<file path="config.mk">
export PLATFORM = sky130hd
export DESIGN_NAME = spi_xact_engine
export DESIGN_NICKNAME = d
export VERILOG_FILES = /design/src/rtl/spi_xact_pkg.sv /design/src/rtl/spi_xact_shifter.sv /design/src/rtl/spi_xact_wordbuf.sv /design/src/rtl/spi_xact_seq.sv /design/src/rtl/spi_xact_engine.sv
export SDC_FILE = /design/constraint.sdc
export NUM_CORES = 1
export LEC_CHECK = 0
export ABC_CLOCK_PERIOD_IN_PS = 8370
export BUFFER_PORTS_ARGS = -buffer_cell sky130_fd_sc_hd__clkbuf_2
export CAP_MARGIN = 30
export CELL_PAD_IN_SITES_DETAIL_PLACEMENT = 0
export CELL_PAD_IN_SITES_GLOBAL_PLACEMENT = 2
export CORE_ASPECT_RATIO = 1.1
export CORE_MARGIN = 2
export CORE_UTILIZATION = 35
export CTS_CLUSTER_DIAMETER = 120
export CTS_CLUSTER_SIZE = 24
export DETAILED_ROUTE_END_ITERATION = 6
export GPL_TIMING_DRIVEN = 0
export PLACE_DENSITY = 0.91
export SETUP_SLACK_MARGIN = 0.02
export SLEW_MARGIN = 5
export SYNTH_ARGS = -nofsm -noshare
export SYNTH_HDL_FRONTEND = slang
export SYNTH_SLANG_ARGS = --single-unit
</file>
<file path="constraint.sdc">
create_clock -name clk -period 8.37 [get_ports clk]
set_input_delay 0.837 -clock clk [delete_from_list [all_inputs] [get_ports clk]]
set_output_delay 0.837 -clock clk [all_outputs]
set_load 0.01 [all_outputs]
</file>
<file path="src/rtl/spi_xact_pkg.sv">
// Shared types for the SPI transaction engine.
package spi_xact_pkg;
    typedef enum logic [1:0] {
        OP_CMD   = 2'b00,
        OP_READ  = 2'b01,
        OP_WRITE = 2'b10,
        OP_NONE  = 2'b11
    } op_e;

    typedef enum logic [1:0] {
        PH_IDLE,
        PH_XFER,
        PH_GAP
    } phase_e;
endpackage

</file>
<file path="src/rtl/spi_xact_shifter.sv">
// Byte shifter, serial mode 0. It sends tx MSB first and captures miso on
// each rising sck edge. Each half period of sck is CLK_DIV clocks.
// Assumes go is only pulsed while the shifter is idle.
module spi_xact_shifter #(
    parameter int CLK_DIV = 2
) (
    input  logic       clk,
    input  logic       rst_n,
    input  logic       go,
    input  logic [7:0] tx,
    input  logic       miso,
    output logic       sck,
    output logic       mosi,
    output logic       done,
    output logic [7:0] rx
);
    localparam int DW = (CLK_DIV > 1) ? $clog2(CLK_DIV) : 1;

    logic [DW-1:0] div_cnt;
    logic [2:0]    bit_n;
    logic [7:0]    sreg;
    logic          active;

    assign mosi = sreg[7];

    // Purpose: step through the eight bit cells of one byte.
    always_ff @(posedge clk) begin
        if (!rst_n) begin
            div_cnt <= '0;
            bit_n   <= '0;
            sreg    <= '0;
            rx      <= '0;
            sck     <= 1'b0;
            active  <= 1'b0;
            done    <= 1'b0;
        end else begin
            done <= 1'b0;
            if (go) begin
                active  <= 1'b1;
                sreg    <= tx;
                bit_n   <= '0;
                div_cnt <= '0;
                sck     <= 1'b0;
            end else if (active) begin
                if (div_cnt == DW'(CLK_DIV - 1)) begin
                    div_cnt <= '0;
                    if (!sck) begin
                        sck <= 1'b1;
                        rx  <= {rx[6:0], miso};
                    end else begin
                        sck <= 1'b0;
                        if (bit_n == 3'd7) begin
                            active <= 1'b0;
                            done   <= 1'b1;
                        end else begin
                            sreg  <= {sreg[6:0], 1'b0};
                            bit_n <= bit_n + 3'd1;
                        end
                    end
                end else begin
                    div_cnt <= div_cnt + DW'(1);
                end
            end
        end
    end
endmodule

</file>
<file path="src/rtl/spi_xact_wordbuf.sv">
// Word buffer for word-mode operations. It latches the write word at the
// start of an operation and selects its bytes by index. It also assembles
// captured read bytes into one word. Assumes an index below NBYTES.
module spi_xact_wordbuf #(
    parameter int NBYTES = 4
) (
    input  logic                  clk,
    input  logic                  rst_n,
    input  logic                  load,
    input  logic [8*NBYTES-1:0]   word_in,
    input  logic [1:0]            sel,
    output logic [7:0]            byte_out,
    input  logic                  cap,
    input  logic [1:0]            cap_idx,
    input  logic [7:0]            cap_byte,
    output logic [8*NBYTES-1:0]   word_out
);
    logic [7:0] wlane [NBYTES];

    assign byte_out = wlane[sel];

    for (genvar g = 0; g < NBYTES; g++) begin : g_lane
        logic [7:0] rlane;

        // Purpose: hold one write byte lane and one read byte lane.
        always_ff @(posedge clk) begin
            if (!rst_n) begin
                wlane[g] <= '0;
                rlane    <= '0;
            end else if (load) begin
                wlane[g] <= word_in[8*g +: 8];
                rlane    <= '0;
            end else if (cap && (cap_idx == 2'(g))) begin
                rlane    <= cap_byte;
            end
        end

        assign word_out[8*g +: 8] = rlane;
    end
endmodule

</file>
<file path="src/rtl/spi_xact_seq.sv">
// Frame sequencer. It accepts one operation from IDLE and lowers cs_n. It
// feeds the shifter header, dummy and data bytes in order, then raises
// cs_n and holds a minimum gap. Assumes count fits the burst in CNT_W bits.
module spi_xact_seq
    import spi_xact_pkg::*;
#(
    parameter int ADDR_W  = 22,
    parameter int CNT_W   = 16,
    parameter int CLK_DIV = 2,
    parameter int GAP_SCK = 2
) (
    input  logic              clk,
    input  logic              rst_n,
    input  logic              start,
    input  logic [1:0]        op,
    input  logic              word_mode,
    input  logic [ADDR_W-1:0] addr,
    input  logic [CNT_W-1:0]  count,
    input  logic [7:0]        cmd,
    input  logic [7:0]        wdata,
    input  logic              sh_done,
    input  logic [7:0]        sh_rx,
    input  logic [7:0]        wb_byte,
    output logic              sh_go,
    output logic [7:0]        sh_tx,
    output logic              wb_load,
    output logic [1:0]        wb_sel,
    output logic              wb_cap,
    output logic [1:0]        wb_cap_idx,
    output logic              wdata_take,
    output logic [7:0]        rdata,
    output logic              rdata_valid,
    output logic              busy,
    output logic              op_done,
    output logic              cs_n
);
    localparam int POS_W    = CNT_W + 2;
    localparam int GAP_CLKS = GAP_SCK * 2 * CLK_DIV;
    localparam int GW       = $clog2(GAP_CLKS + 1);

    phase_e          phase;
    op_e             op_q;
    logic            wmode_q;
    logic [15:0]     addr_lo_q;
    logic [CNT_W-1:0] cnt_q;
    logic [POS_W-1:0] pos;
    logic [GW-1:0]   gap_cnt;

    logic [23:0]     addr_ext;
    logic            accept;
    logic [7:0]      first_tx;
    logic [POS_W-1:0] nxt_pos, hdr_len, total;
    logic [1:0]      didx, ridx;
    logic            in_rdata, wr_data_next;
    logic [7:0]      nxt_tx;

    // Purpose: form the first byte of a frame from the request inputs.
    always_comb begin
        addr_ext = 24'(addr);
        accept   = start && (phase == PH_IDLE) && (op_e'(op) != OP_NONE);
        if (op_e'(op) == OP_CMD)
            first_tx = cmd;
        else
            first_tx = addr_ext[23:16] | ((op_e'(op) == OP_WRITE) ? 8'h80 : 8'h00);
    end

    // Purpose: compute the next byte to send and where the current read byte belongs.
    always_comb begin
        nxt_pos      = pos + POS_W'(1);
        hdr_len      = (op_q == OP_READ) ? POS_W'(4) : POS_W'(3);
        total        = (op_q == OP_CMD) ? POS_W'(3) : hdr_len + POS_W'(cnt_q);
        didx         = nxt_pos[1:0] - hdr_len[1:0];
        ridx         = pos[1:0] - hdr_len[1:0];
        in_rdata     = (op_q == OP_READ) && (pos >= hdr_len);
        wr_data_next = (op_q == OP_WRITE) && (nxt_pos >= POS_W'(3));
        nxt_tx       = 8'h00;
        if (op_q != OP_CMD) begin
            if (nxt_pos == POS_W'(1))
                nxt_tx = addr_lo_q[15:8];
            else if (nxt_pos == POS_W'(2))
                nxt_tx = addr_lo_q[7:0];
            else if (wr_data_next)
                nxt_tx = wmode_q ? wb_byte : wdata;
        end
    end

    assign wb_load    = accept;
    assign wb_sel     = didx;
    assign wb_cap     = sh_done && in_rdata && wmode_q && (phase == PH_XFER);
    assign wb_cap_idx = ridx;

    // Purpose: run the idle / transfer / gap phases of a frame.
    always_ff @(posedge clk) begin
        if (!rst_n) begin
            phase       <= PH_IDLE;
            op_q        <= OP_CMD;
            wmode_q     <= 1'b0;
            addr_lo_q   <= '0;
            cnt_q       <= '0;
            pos         <= '0;
            gap_cnt     <= '0;
            sh_go       <= 1'b0;
            sh_tx       <= '0;
            wdata_take  <= 1'b0;
            rdata       <= '0;
            rdata_valid <= 1'b0;
            busy        <= 1'b0;
            op_done     <= 1'b0;
            cs_n        <= 1'b1;
        end else begin
            sh_go       <= 1'b0;
            wdata_take  <= 1'b0;
            rdata_valid <= 1'b0;
            op_done     <= 1'b0;
            case (phase)
                PH_IDLE: begin
                    if (accept) begin
                        op_q      <= op_e'(op);
                        wmode_q   <= word_mode;
                        addr_lo_q <= addr_ext[15:0];
                        cnt_q     <= count;
                        pos       <= '0;
                        busy      <= 1'b1;
                        cs_n      <= 1'b0;
                        sh_go     <= 1'b1;
                        sh_tx     <= first_tx;
                        phase     <= PH_XFER;
                    end
                end
                PH_XFER: begin
                    if (sh_done) begin
                        if (in_rdata) begin
                            rdata       <= sh_rx;
                            rdata_valid <= 1'b1;
                        end
                        if (nxt_pos == total) begin
                            cs_n    <= 1'b1;
                            op_done <= 1'b1;
                            gap_cnt <= '0;
                            phase   <= PH_GAP;
                        end else begin
                            pos        <= nxt_pos;
                            sh_go      <= 1'b1;
                            sh_tx      <= nxt_tx;
                            wdata_take <= wr_data_next && !wmode_q;
                        end
                    end
                end
                PH_GAP: begin
                    if (gap_cnt == GW'(GAP_CLKS - 1)) begin
                        busy  <= 1'b0;
                        phase <= PH_IDLE;
                    end else begin
                        gap_cnt <= gap_cnt + GW'(1);
                    end
                end
                default: phase <= PH_IDLE;
            endcase
        end
    end
endmodule

</file>
<file path="src/rtl/spi_xact_engine.sv">
// Top of the SPI memory-mapped transaction engine. It connects the frame
// sequencer, the byte shifter and the word buffer. Assumes ADDR_W <= 22.
module spi_xact_engine #(
    parameter int ADDR_W  = 22,
    parameter int CNT_W   = 16,
    parameter int CLK_DIV = 2,
    parameter int GAP_SCK = 2
) (
    input  logic              clk,
    input  logic              rst_n,
    input  logic              start,
    input  logic [1:0]        op,
    input  logic              word_mode,
    input  logic [ADDR_W-1:0] addr,
    input  logic [CNT_W-1:0]  count,
    input  logic [7:0]        cmd,
    input  logic [7:0]        wdata,
    input  logic [31:0]       wword,
    output logic              wdata_take,
    output logic [7:0]        rdata,
    output logic              rdata_valid,
    output logic [31:0]       rword,
    output logic              busy,
    output logic              op_done,
    output logic              sck,
    output logic              mosi,
    input  logic              miso,
    output logic              cs_n
);
    localparam int WORD_BYTES = 4;

    logic       sh_go, sh_done;
    logic [7:0] sh_tx, sh_rx;
    logic       wb_load, wb_cap;
    logic [1:0] wb_sel, wb_cap_idx;
    logic [7:0] wb_byte;

    spi_xact_seq #(
        .ADDR_W(ADDR_W), .CNT_W(CNT_W), .CLK_DIV(CLK_DIV), .GAP_SCK(GAP_SCK)
    ) u_seq (
        .clk(clk), .rst_n(rst_n), .start(start), .op(op), .word_mode(word_mode),
        .addr(addr), .count(count), .cmd(cmd), .wdata(wdata),
        .sh_done(sh_done), .sh_rx(sh_rx), .wb_byte(wb_byte),
        .sh_go(sh_go), .sh_tx(sh_tx), .wb_load(wb_load), .wb_sel(wb_sel),
        .wb_cap(wb_cap), .wb_cap_idx(wb_cap_idx), .wdata_take(wdata_take),
        .rdata(rdata), .rdata_valid(rdata_valid), .busy(busy),
        .op_done(op_done), .cs_n(cs_n)
    );

    spi_xact_shifter #(.CLK_DIV(CLK_DIV)) u_shift (
        .clk(clk), .rst_n(rst_n), .go(sh_go), .tx(sh_tx), .miso(miso),
        .sck(sck), .mosi(mosi), .done(sh_done), .rx(sh_rx)
    );

    spi_xact_wordbuf #(.NBYTES(WORD_BYTES)) u_word (
        .clk(clk), .rst_n(rst_n), .load(wb_load), .word_in(wword),
        .sel(wb_sel), .byte_out(wb_byte), .cap(wb_cap), .cap_idx(wb_cap_idx),
        .cap_byte(sh_rx), .word_out(rword)
    );
endmodule

</file>
==> results of run 1 <==
## metal layers
layer | vias to the layer above | global-route usage | share of wire
met2 | 218 | 0.3521 | 0.48
met4 | 0 | 0.06361 | 0.021
met5 | - | 0 | 0
met1 | 3635 | 0.2483 | 0.43
met3 | 36 | 0.05461 | 0.063
li1 | 3764 | - | -
## how the worst min path moves through the flow
stage,startpoint,to,slack (ns),cells after the start
CTS,u_seq.addr_lo_q[0],u_seq.addr_lo_q[0],0.46,2
finish,u_seq.rdata[0],u_seq.rdata[0],0.46,2
global placement,u_seq.rdata[5],u_seq.rdata[5],0.44,2
floorplan,u_shift.done,u_seq.phase[0],0.43,1
detailed placement,u_seq.addr_lo_q[0],u_seq.addr_lo_q[0],0.45,2
global route,u_seq.rdata[0],u_seq.rdata[0],0.49,2
## cell usage in the layout, fill, tap and decap left out, drive strengths merged, types with 9 or more instances in the layout
cell / count
a21oi: 89
clkbuf: 196
mux2i: 65
nand4: 22
ha: 11
xnor2: 21
xor2: 16
and3: 39
nand2b: 10
dfxtp: 136
nor3: 31
edfxtp: 32
inv: 22
and4: 9
buf: 26
nand3: 25
nor2: 75
o21ai: 16
nand2: 158
## power by group through the flow
stage | sequential (W) | combinational, W | clock (W)
finish | 0.000872 | 0.000178 | 0.000820
global route | 0.000876 | 0.000196 | 0.000869
CTS | 0.000872 | 0.000179 | 0.000840
detailed placement | 0.000891 | 0.000178 | 0
global placement | 0.000891 | 0.000175 | 0
floorplan | 0.000885 | 0.000106 | 0
## synth_stat cells (4+ instances only)
cell	number	area, µm²
nand2_1	158	593.1
dfxtp_1	136	2723
a21oi_1	86	430.4
nor2_1	74	277.8
mux2i_1	65	650.6
and3_1	39	244.0
clkbuf_1	39	146.4
edfxtp_1	32	960.9
nor3_1	30	150.1
nand3_1	25	125.1
nand4_1	22	137.6
xnor2_1	20	175.2
xor2_1	16	140.1
inv_1	14	52.55
o21ai_0	14	70.07
buf_2	12	60.06
ha_1	11	137.6
nand2b_1	10	62.56
and4_1	8	70.07
mux4_2	8	180.2
o31ai_1	8	60.06
o32ai_1	8	70.07
or3_1	8	50.05
a41o_1	7	70.07
buf_1	7	26.28
nor4_1	7	43.79
o21a_1	7	52.55
a21o_1	6	45.04
a31oi_1	6	37.54
and2_1	5	31.28
buf_6	5	56.30
nor2b_1	5	31.28
a211oi_1	4	30.03
nand3b_1	4	30.03
## flip-flops by register name, indices dropped and copies added (netlist names), 2 cells and up
name	count
u_seq.sh_tx	8
u_seq.phase	2
u_word.g_lane.rlane	32
u_word.wlane	32
u_seq.op_q	2
u_shift.sreg	8
u_shift.bit_n	3
u_shift.rx	8
u_seq.pos	18
u_seq.addr_lo_q	16
u_seq.gap_cnt	4
u_seq.rdata	8
u_seq.cnt_q	16
## logic make-up (layout without fill, tap and decap cells)
group | after synthesis | in the layout | synth area share
AND/OR/NAND/NOR | 413 | 413 | 0.2354
adder cells (fa/ha/maj) | 11 | 11 | 0.01620
AO/OA/AOI/OAI | 178 | 178 | 0.1364
XOR/XNOR | 37 | 37 | 0.03904
buffers and inverters | 79 | 252 | 0.04140
multiplexers | 73 | 73 | 0.09782
flip-flops | 168 | 168 | 0.4337
## tightest hold or removal path, cell delays in order, from the launching register on
cell     delay (ns)
dfxtp_1        0.31
nand2_1        0.05
a21oi_1        0.05
## final cells by class
cell class,instances,area (µm²),share of cell area
clock buffers,18,450.4,0.04407
well taps,305,381.6,0.03734
multi-input cells,712,4458,0.4362
repair buffers,141,720.7,0.07052
inverters,16,62.56,0.006121
clock inverters,14,172.7,0.01690
plain buffers,63,290.3,0.02840
flip-flops and latches,168,3684,0.3604
## metrics by stage
stage,std cells,setup slack [ns]
3_3_place_gp,1403,4.136
6_report,1437,4.181
5_1_grt,1437,3.849
3_5_place_dp,1405,4.166
4_1_cts,1437,4.147
2_1_floorplan,959,5.061
==> impl_metrics.json, run 1 <==
{
  "core_um2": 23770,
  "slowest_stage": "o311ai_2",
  "rsz0062_at_grt": "false",
  "drv_slew": 0,
  "clockPowerShare": 0.438,
  "avgSynthCellArea_um2": 8.856,
  "htree_levels": 4,
  "clk_pin_slew_ns": 0.08,
  "first_global_vias": 7560,
  "fp.dieW_um": 152.5,
  "io_pins": 140,
  "drive_gt1_frac": 0.1917,
  "power_density_nw_per_um2": 183.1,
  "synth_seq_area_share": 0.4337,
  "p_sw_frac": 0.2826,
  "finalCriticalPeriod_ns": 4.189,
  "std_cell_rows": 59,
  "peakVddDrop_mv": 0.1177,
  "io_buffers": 139,
  "cp_top_family": "compound AO/OA/AOI/OAI gates",
  "setup_viol": 0,
  "tightestPinTransition_ns": 0.9123,
  "vias": 7653,
  "cap_viol_max_count": 0,
  "status": "completed",
  "dpl_cell_area_um2": 9597,
  "synth_warnings": 0,
  "synthArstFlopShare": 0,
  "num-nets-final": 1223,
  "hpwl_um": 19500,
  "fmaxAchievable_mhz": 238.7,
  "netlist_area_um2": 8493,
  "drc_errors": 0,
  "start_util": 0.3573,
  "skew_ns": 0.01387,
  "crit_path_end": "u_word.g_lane[3].rlane[6]",
  "ctsResizeCount": 0,
  "p_seq_frac": 0.466,
  "crit_path_max_incr_delay_ns": 0.79,
  "root_buffer": "clkbuf_16",
  "path_cells": "and2b_4, inv_4, buf_6, ha_1, o31a_1, o311ai_2, clkinv_1, nand2_1, nor2_1, nand2_1, mux2i_1, nor2_1",
  "cts_buffer_depth": 2,
  "worstPathRequired_ns": 8.69,
  "synth_flop_cell": "dfxtp_1",
  "fillers": 2475,
  "worst_r2r_endpoint": "u_word.g_lane[3].rlane[6]",
  "drt_iter0_drc": 431,
  "finalWirelength_um": 26030,
  "crit_fanout": 11,
  "postRouteAntennaNets": 0,
  "crit_type": "reg2reg",
  "ys_ff_latch": 168,
  "grt_pass1_wl_um": 41030,
  "finalHoldViolCount": 0,
  "synth_cells": 959,
  "vias_per_cell": 5.326,
  "worst-r2r-setup-slack_ns": 4.18,
  "worst_hold_slack_ns": 0.4564,
  "cts_inserted_buffers": 17,
  "finalPower_w": 0.001871,
  "hp-class": "reg2reg",
  "arrival_ns": 4.51,
  "holdBufCountCts": 0,
  "syn-num-nets": 1063,
  "path_buf_inv": 3,
  "p_int_w": 0.001342,
  "routedWlPerCell_um": 18.11,
  "dieArea_um2": 25530,
  "design_area_um2": 10220,
  "antenna_found_initial": 0,
  "num_antenna_cells": 0,
  "syn_to_final_growth_pct": 20.33,
  "firstDrtPassIters": 5,
  "setup-tns-final_ns": 0,
  "critPathCaptureType": "flip-flop",
  "post-route-period-util": 0.5005,
  "clock_sinks": 168,
  "critPathLaunch": "u_seq.op_q[0]",
  "place.gp.congestion": 0.8599,
  "critical_path_depth": 12,
  "worstRegToRegCells": 12,
  "grt.overflow.total": 0,
  "grt_start_max_net_pins": 40,
  "cts_tree": "built",
  "groute.usage.overall": 0.2038,
  "chipHeight_um": 167.4,
  "fin_util": 0.4299,
  "worstSetupStartpointType": "flip-flop",
  "slew_headroom": 0.3871,
  "synth_edf_count": 32,
  "switching_power_w": 0.0005288,
  "leakage_nw": 4.157,
  "crit-reg2reg-launch": "u_seq.op_q[0]",
  "power_frac_comb": 0.095,
  "clk_latency_ns": 0.45,
  "synthDistinctLibCells": 72,
  "cts_setup_buffers": 0
}
No activity file was read; power rests on OpenSTA's default activity.
==> inputs of run 2 (changes only) <==
Settings changed: ABC_AREA set to 1, ABC_CLOCK_PERIOD_IN_PS 8370 to 4300, CORE_UTILIZATION 35 to 32.
Clock period 8.37 ns to 4.3 ns, I/O delays scaled along.
==> run 2 against run 1 <==
  * Design area rose by 2.1%
  * Utilization fell by 4.1 points
  * Highest routed layer unchanged
  * Register-to-register slack worse by 3.4 ns
  * Sequential power up 98%
  * Critical path type unchanged
  * Via count is 9.9% higher
  * Clock power is 96% higher
  * Non-clock buffer count down 13
==> impl_metrics.json, run 2 <==
{
  "crit_path_max_incr_delay_ns": 0.61,
  "worst-r2r-setup-slack_ns": 0.73,
  "worstPathRequired_ns": 4.66,
  "syn_to_final_growth_pct": 20.63,
  "vias_per_cell": 4.756,
  "setup_viol": 0,
  "design_area_um2": 10430,
  "tightestPinTransition_ns": 0.8688,
  "avgSynthCellArea_um2": 6.979,
  "drv_slew": 0,
  "multiInputGateArea_um2": 4185,
  "firstDrtPassIters": 6,
  "core_um2": 26800,
  "numPlacedInstances": 1735,
  "dpl_cell_area_um2": 9811,
  "root_buffer": "clkbuf_16",
  "synthDistinctLibCells": 45,
  "peakVddDrop_mv": 0.2558,
  "io_buffers": 138,
  "hpwl_um": 21120,
  "slowest_stage": "nor3_1",
  "yosys-top-cells-area": "dfxtp_1 31%, edfxtp_1 11%, nand2_1 10%, nor2_1 8.1%, nand3_1 7.8%",
  "seqCellArea_um2": 3684,
  "finalWirelength_um": 27090,
  "drt_iter0_drc": 462,
  "std_cell_rows": 63,
  "finalPower_w": 0.003770,
  "ctsResizeCount": 0,
  "status": "completed",
  "cts_inserted_buffers": 17,
  "crit_type": "reg2reg",
  "synth_cells": 1239,
  "cap_viol_max_count": 0,
  "synth_seq_area_share": 0.4260,
  "grtUsageMet1": 0.2360,
  "crit_fanout": 10,
  "leakage_nw": 4.699,
  "start_util": 0.3226,
  "postRouteAntennaNets": 0,
  "yosysTopAreaCell": "dfxtp_1",
  "syn-num-nets": 1343,
  "cts_setup_buffers": 0,
  "synth_edf_count": 32,
  "met3_usage": 0.05732,
  "htree_levels": 4,
  "vias": 8408,
  "cp_top_family": "buffers and inverters",
  "top_usage_layer": "met2",
  "num-nets-final": 1501,
  "synthArstFlopShare": 0,
  "clk_latency_ns": 0.44,
  "post-route-period-util": 0.8298,
  "p_int_w": 0.002681,
  "path_cells": "inv_1, ha_1, clkbuf_1, clkinv_1, clkbuf_1, nor3_1, buf_2, o21ai_0, a21oi_1",
  "ys_ff_latch": 168,
  "gr-usage-met2": 0.3364,
  "drive_gt1_frac": 0.1496,
  "finalCriticalPeriod_ns": 3.568,
  "crit_top_cell": "clkbuf_1",
  "power_density_nw_per_um2": 361.4,
  "clk_pin_slew_ns": 0.08,
  "dieArea_um2": 28350,
  "place.gp.congestion": 0.8666,
  "p_sw_frac": 0.2889,
  "final_cells": 1768,
  "drc_errors": 0,
  "crit_path_end": "u_word.g_lane[0].rlane[7]",
  "p_seq_frac": 0.458,
  "synth_top_area_share": 0.3149,
  "chipHeight_um": 176.4,
  "arrival_ns": 3.93,
  "groute.usage.overall": 0.1936,
  "antenna_found_initial": 1,
  "synth_flop_cell": "dfxtp_1",
  "clock_sinks": 168,
  "hp-class": "in2reg",
  "netlist_area_um2": 8647,
  "worst_r2r_endpoint": "u_word.g_lane[0].rlane[7]",
  "routedWlPerCell_um": 15.32,
  "holdBufCountCts": 0,
  "crit-reg2reg-launch": "u_seq.pos[0]",
  "slew_headroom": 0.4176,
  "path_buf_inv": 5,
  "fillers": 2944,
  "clockPowerShare": 0.427,
  "finalHoldViolCount": 0,
  "cts_buffer_depth": 2,
  "grt_start_max_net_pins": 42,
  "switching_power_w": 0.001089,
  "first_global_vias": 8191,
  "skew_ns": 0.01165,
  "rsz0062_at_grt": "false",
  "critPathLaunch": "u_seq.pos[0]",
  "synth_most_common_cell": "nand2_1",
  "mostFrequentLayoutCell": "nand2_1",
  "synth_warnings": 0,
  "power_frac_comb": 0.115,
  "worstSetupStartpointType": "flip-flop",
  "cts_tree": "built",
  "fmaxAchievable_mhz": 280.3,
  "critPathCaptureType": "flip-flop",
  "most-common-layout-cells": "235 x nand2_1, 186 x nor2_1, 138 x clkbuf_2, 136 x dfxtp_1, 134 x nand3_1",
  "critical_path_depth": 9,
  "top_regs": "u_word.g_lane.rlane: 32 flops, u_word.wlane: 32 flops, u_seq.pos: 18 flops",
  "synth_common_cells": "235 x nand2_1, 186 x nor2_1, 136 x dfxtp_1",
  "io_pins": 140,
  "grt_pass1_wl_um": 42860,
  "fp.dieW_um": 160.7,
  "grt.overflow.total": 0,
  "worstRegToRegCells": 9
}
run 2: changes by cell type in the layout (fill, tap and decap cells not counted), sizes merged, moves of 9 or more:
cell,previous run,this run
nand2,158,240
nor2,75,196
xnor2,21,4
nand3,25,134
inv,22,145
and4,9,0
nand2b,10,0
mux2i,65,0
and3,39,1
o21ai,16,105
nor3,31,14
run 2: layout make-up:
type | instances | share of cell area
antenna | 1 | 0.0002399
clock inverter | 14 | 0.01715
tap | 357 | 0.04282
sequential | 168 | 0.3531
inverter | 145 | 0.05218
buffer | 52 | 0.02303
timing repair buffer | 139 | 0.06813
multi-input combinational | 874 | 0.4012
clock buffer | 18 | 0.04210
run 2: power groups by stage:
stage / sequential (W) / combinational [W] / clock (W)
2_1_floorplan: 0.00175 / 0.000272 / 0
3_3_place_gp: 0.00176 / 0.000427 / 0
3_5_place_dp: 0.00176 / 0.000433 / 0
4_1_cts: 0.00173 / 0.000435 / 0.00165
5_1_grt: 0.00174 / 0.000492 / 0.00171
6_report: 0.00173 / 0.000432 / 0.00161
run 2: tightest hold or removal path, stage by stage:
cell      delay, ns
clkbuf_2       0.08
inv_1          0.04
a21oi_1        0.05
run 2: worst min-delay path by stage:
stage / endpoint / cells past startpoint / slack (ns) / from
2_1_floorplan: u_seq.addr_lo_q[10] / 2 / 0.41 / u_seq.addr_lo_q[10]
3_3_place_gp: u_seq.addr_lo_q[9] / 2 / 0.43 / u_seq.addr_lo_q[9]
3_5_place_dp: u_seq.addr_lo_q[9] / 2 / 0.43 / u_seq.addr_lo_q[9]
4_1_cts: u_seq.cnt_q[14] / 3 / 0.20 / count[14]
5_1_grt: u_shift.rx[0] / 3 / 0.21 / miso
6_report: u_shift.rx[0] / 3 / 0.21 / miso
run 2: kinds of logic (layout without fill, tap and decap cells):
logic type,count (synthesis),in the layout,synth area share
adders and majority gates,11,11,0.01592
AOI/OAI and AO/OA,215,215,0.1282
other,0,1,0
and+or+nand+nor,625,625,0.3152
xor gates and xnor gates,23,23,0.02416
buffers and inverters,197,368,0.09058
DFF,168,168,0.4260
run 2: per-stage QoR:
stage	setup slack, ns	utilization	hold WS (ns)	TNS (ns)
final	0.7319	0.3892	0.2078	0
after global routing	0.3568	0.3891	0.2069	0
after CTS	0.7236	0.3891	0.1983	0
after detailed placement	0.7385	0.3661	0.4313	0
after global placement	-0.6094	0.3651	0.4283	-23.73
after floorplan	1.395	-	0.4136	0
run 2: metal layers:
| layer | vias up | part of all wire |
|---|---|---|
| li1 | 4361 | - |
| met1 | 3818 | 0.44 |
| met2 | 204 | 0.48 |
| met3 | 25 | 0.070 |
| met4 | 0 | 0.015 |
| met5 | - | 0 |
==> inputs of run 3 (changes only) <==
Settings changed: ABC_CLOCK_PERIOD_IN_PS 4300 to 3600.
Clock period 4.3 ns to 3.6 ns, I/O delays scaled along.
==> run 3 against run 2 <==
  * Routed wire length hardly changed
  * Power is 20% higher
  * Sequential power is 19% higher
==> impl_metrics.json, run 3 (synthesis gave the netlist of run 2 again) <==
{
  "status": "completed",
  "crit_type": "reg2reg",
  "drv_slew": 0,
  "start_util": 0.3226,
  "grt.overflow.total": 0,
  "clock_sinks": 168,
  "cts_tree": "built",
  "firstDrtPassIters": 5,
  "final_cells": 1767,
  "crit_path_max_incr_delay_ns": 0.55,
  "arrival_ns": 3.48,
  "worstSetupStartpointType": "flip-flop",
  "groute.usage.overall": 0.1936,
  "cts_inserted_buffers": 17,
  "worst-r2r-setup-slack_ns": 0.45,
  "core_um2": 26800,
  "finalWirelength_um": 27100,
  "clk_latency_ns": 0.44,
  "syn_to_final_growth_pct": 20.65,
  "finalCriticalPeriod_ns": 3.150,
  "crit_fanout": 10,
  "fmaxAchievable_mhz": 317.4,
  "std_cell_rows": 63,
  "crit_top_cell": "nand2_1",
  "power_density_nw_per_um2": 431.9,
  "finalHoldViolCount": 0,
  "peakVddDrop_mv": 0.3052,
  "worstRegToRegCells": 17,
  "most-common-layout-cells": "235 x nand2_1, 186 x nor2_1, 139 x clkbuf_2, 136 x dfxtp_1, 134 x nand3_1",
  "crit_path_end": "u_seq.sh_tx[7]",
  "hp-class": "in2reg",
  "fp.dieW_um": 160.7,
  "critPathLaunch": "u_seq.pos[0]",
  "finalPower_w": 0.004506,
  "cts_buffer_depth": 2,
  "dieArea_um2": 28350,
  "tightestPinTransition_ns": 0.8734,
  "worst_r2r_endpoint": "u_seq.sh_tx[7]",
  "first_global_vias": 8191,
  "grt_start_max_net_pins": 42,
  "place.gp.congestion": 0.8666,
  "post-route-period-util": 0.8751,
  "num-nets-final": 1500,
  "drc_errors": 0,
  "leakage_nw": 4.701,
  "clk_pin_slew_ns": 0.08,
  "critPathCaptureType": "flip-flop",
  "skew_ns": 0.01282,
  "design_area_um2": 10430,
  "path_cells": "inv_1, ha_1, xor2_1, or2_1, nand2_1, clkbuf_1, o21ai_0, o21ai_0, nand2_1, o21ai_0, a21oi_1, nand2_1, nand2_1, nand2_1, nand2_1, a21oi_1, nor2_1",
  "htree_levels": 4,
  "mostFrequentLayoutCell": "nand2_1",
  "holdBufCountCts": 0,
  "worstPathRequired_ns": 3.93,
  "numPlacedInstances": 1735,
  "rsz0062_at_grt": "false",
  "cap_viol_max_count": 0,
  "ctsResizeCount": 0,
  "vias": 8356,
  "antenna_found_initial": 1,
  "dpl_cell_area_um2": 9811,
  "routedWlPerCell_um": 15.33,
  "io_pins": 140,
  "postRouteAntennaNets": 0,
  "hpwl_um": 21120,
  "setup_viol": 0,
  "top_regs": "u_word.g_lane.rlane: 32 flops, u_word.wlane: 32 flops, u_seq.pos: 18 flops",
  "cts_setup_buffers": 0,
  "grt_pass1_wl_um": 42860,
  "chipHeight_um": 176.4,
  "drive_gt1_frac": 0.1512,
  "crit-reg2reg-launch": "u_seq.pos[0]",
  "vias_per_cell": 4.729,
  "io_buffers": 138,
  "drt_iter0_drc": 476,
  "slowest_stage": "dfxtp_1",
  "slew_headroom": 0.4145,
  "root_buffer": "clkbuf_16"
}
run 3: cell count changes in the layout (fill, tap and decap cells not counted):
cell,previous run,this run
clkbuf_2,138,139
clkbuf_1,35,33
clkinvlp_4,2,3
clkinv_1,7,6
run 3: layer usage:
layer | GRT usage | routed length [µm] | up-vias | part of all wire
met3 | 0.05732 | 1797 | 26 | 0.066
li1 | - | - | 4362 | -
met2 | 0.3364 | 12850 | 185 | 0.47
met1 | 0.2360 | 12050 | 3783 | 0.44
met5 | 0 | 0 | - | 0
met4 | 0.04725 | 406 | 0 | 0.015
run 3: power breakdown:
part           internal [W]  switching [W]  total [W]
sequential          0.00201      0.0000531    0.00206
combinational      0.000170       0.000345   0.000515
clock               0.00102       0.000906    0.00193
run 3: metrics by stage:
step	util	hold WS, ns	TNS (ns)	setup WS [ns]
final	0.3893	0.1373	0	0.4497
after global routing	0.3892	0.1369	0	0.1160
after CTS	0.3891	0.1283	0	0.02359
after detailed placement	0.3661	0.4313	0	0.03852
after global placement	0.3651	0.4283	-49.56	-1.239
after floorplan	-	0.4136	0	0.7651
run 3: worst min path at each step:
stage,from,to,slack (ns),depth (start not counted)
3_5_place_dp,u_seq.addr_lo_q[9],u_seq.addr_lo_q[9],0.43,2
5_1_grt,miso,u_shift.rx[0],0.14,3
4_1_cts,count[14],u_seq.cnt_q[14],0.13,3
2_1_floorplan,u_seq.addr_lo_q[10],u_seq.addr_lo_q[10],0.41,2
3_3_place_gp,u_seq.addr_lo_q[9],u_seq.addr_lo_q[9],0.43,2
6_report,miso,u_shift.rx[0],0.14,3
run 3: final cells by class:
type                       instances  area [µm²]
clock inverter                    14       178.9
clock buffer                      18       439.2
fill                            2945       16370
antenna                            1       2.502
tap                              357       446.7
sequential                       168        3684
inverter                         145       548.0
buffer                            51       237.7
multi-input combinational        874        4185
timing repair buffer             139       710.7
run 3: worst max-delay path: cells and delay by family (launching register included):
kind,cells,cell delay (ns)
simple gates,8,0.83
compound gates,5,0.58
flops,1,0.55
buf+inv,2,0.52
fa+ha+maj,1,0.39
xor+xnor,1,0.18
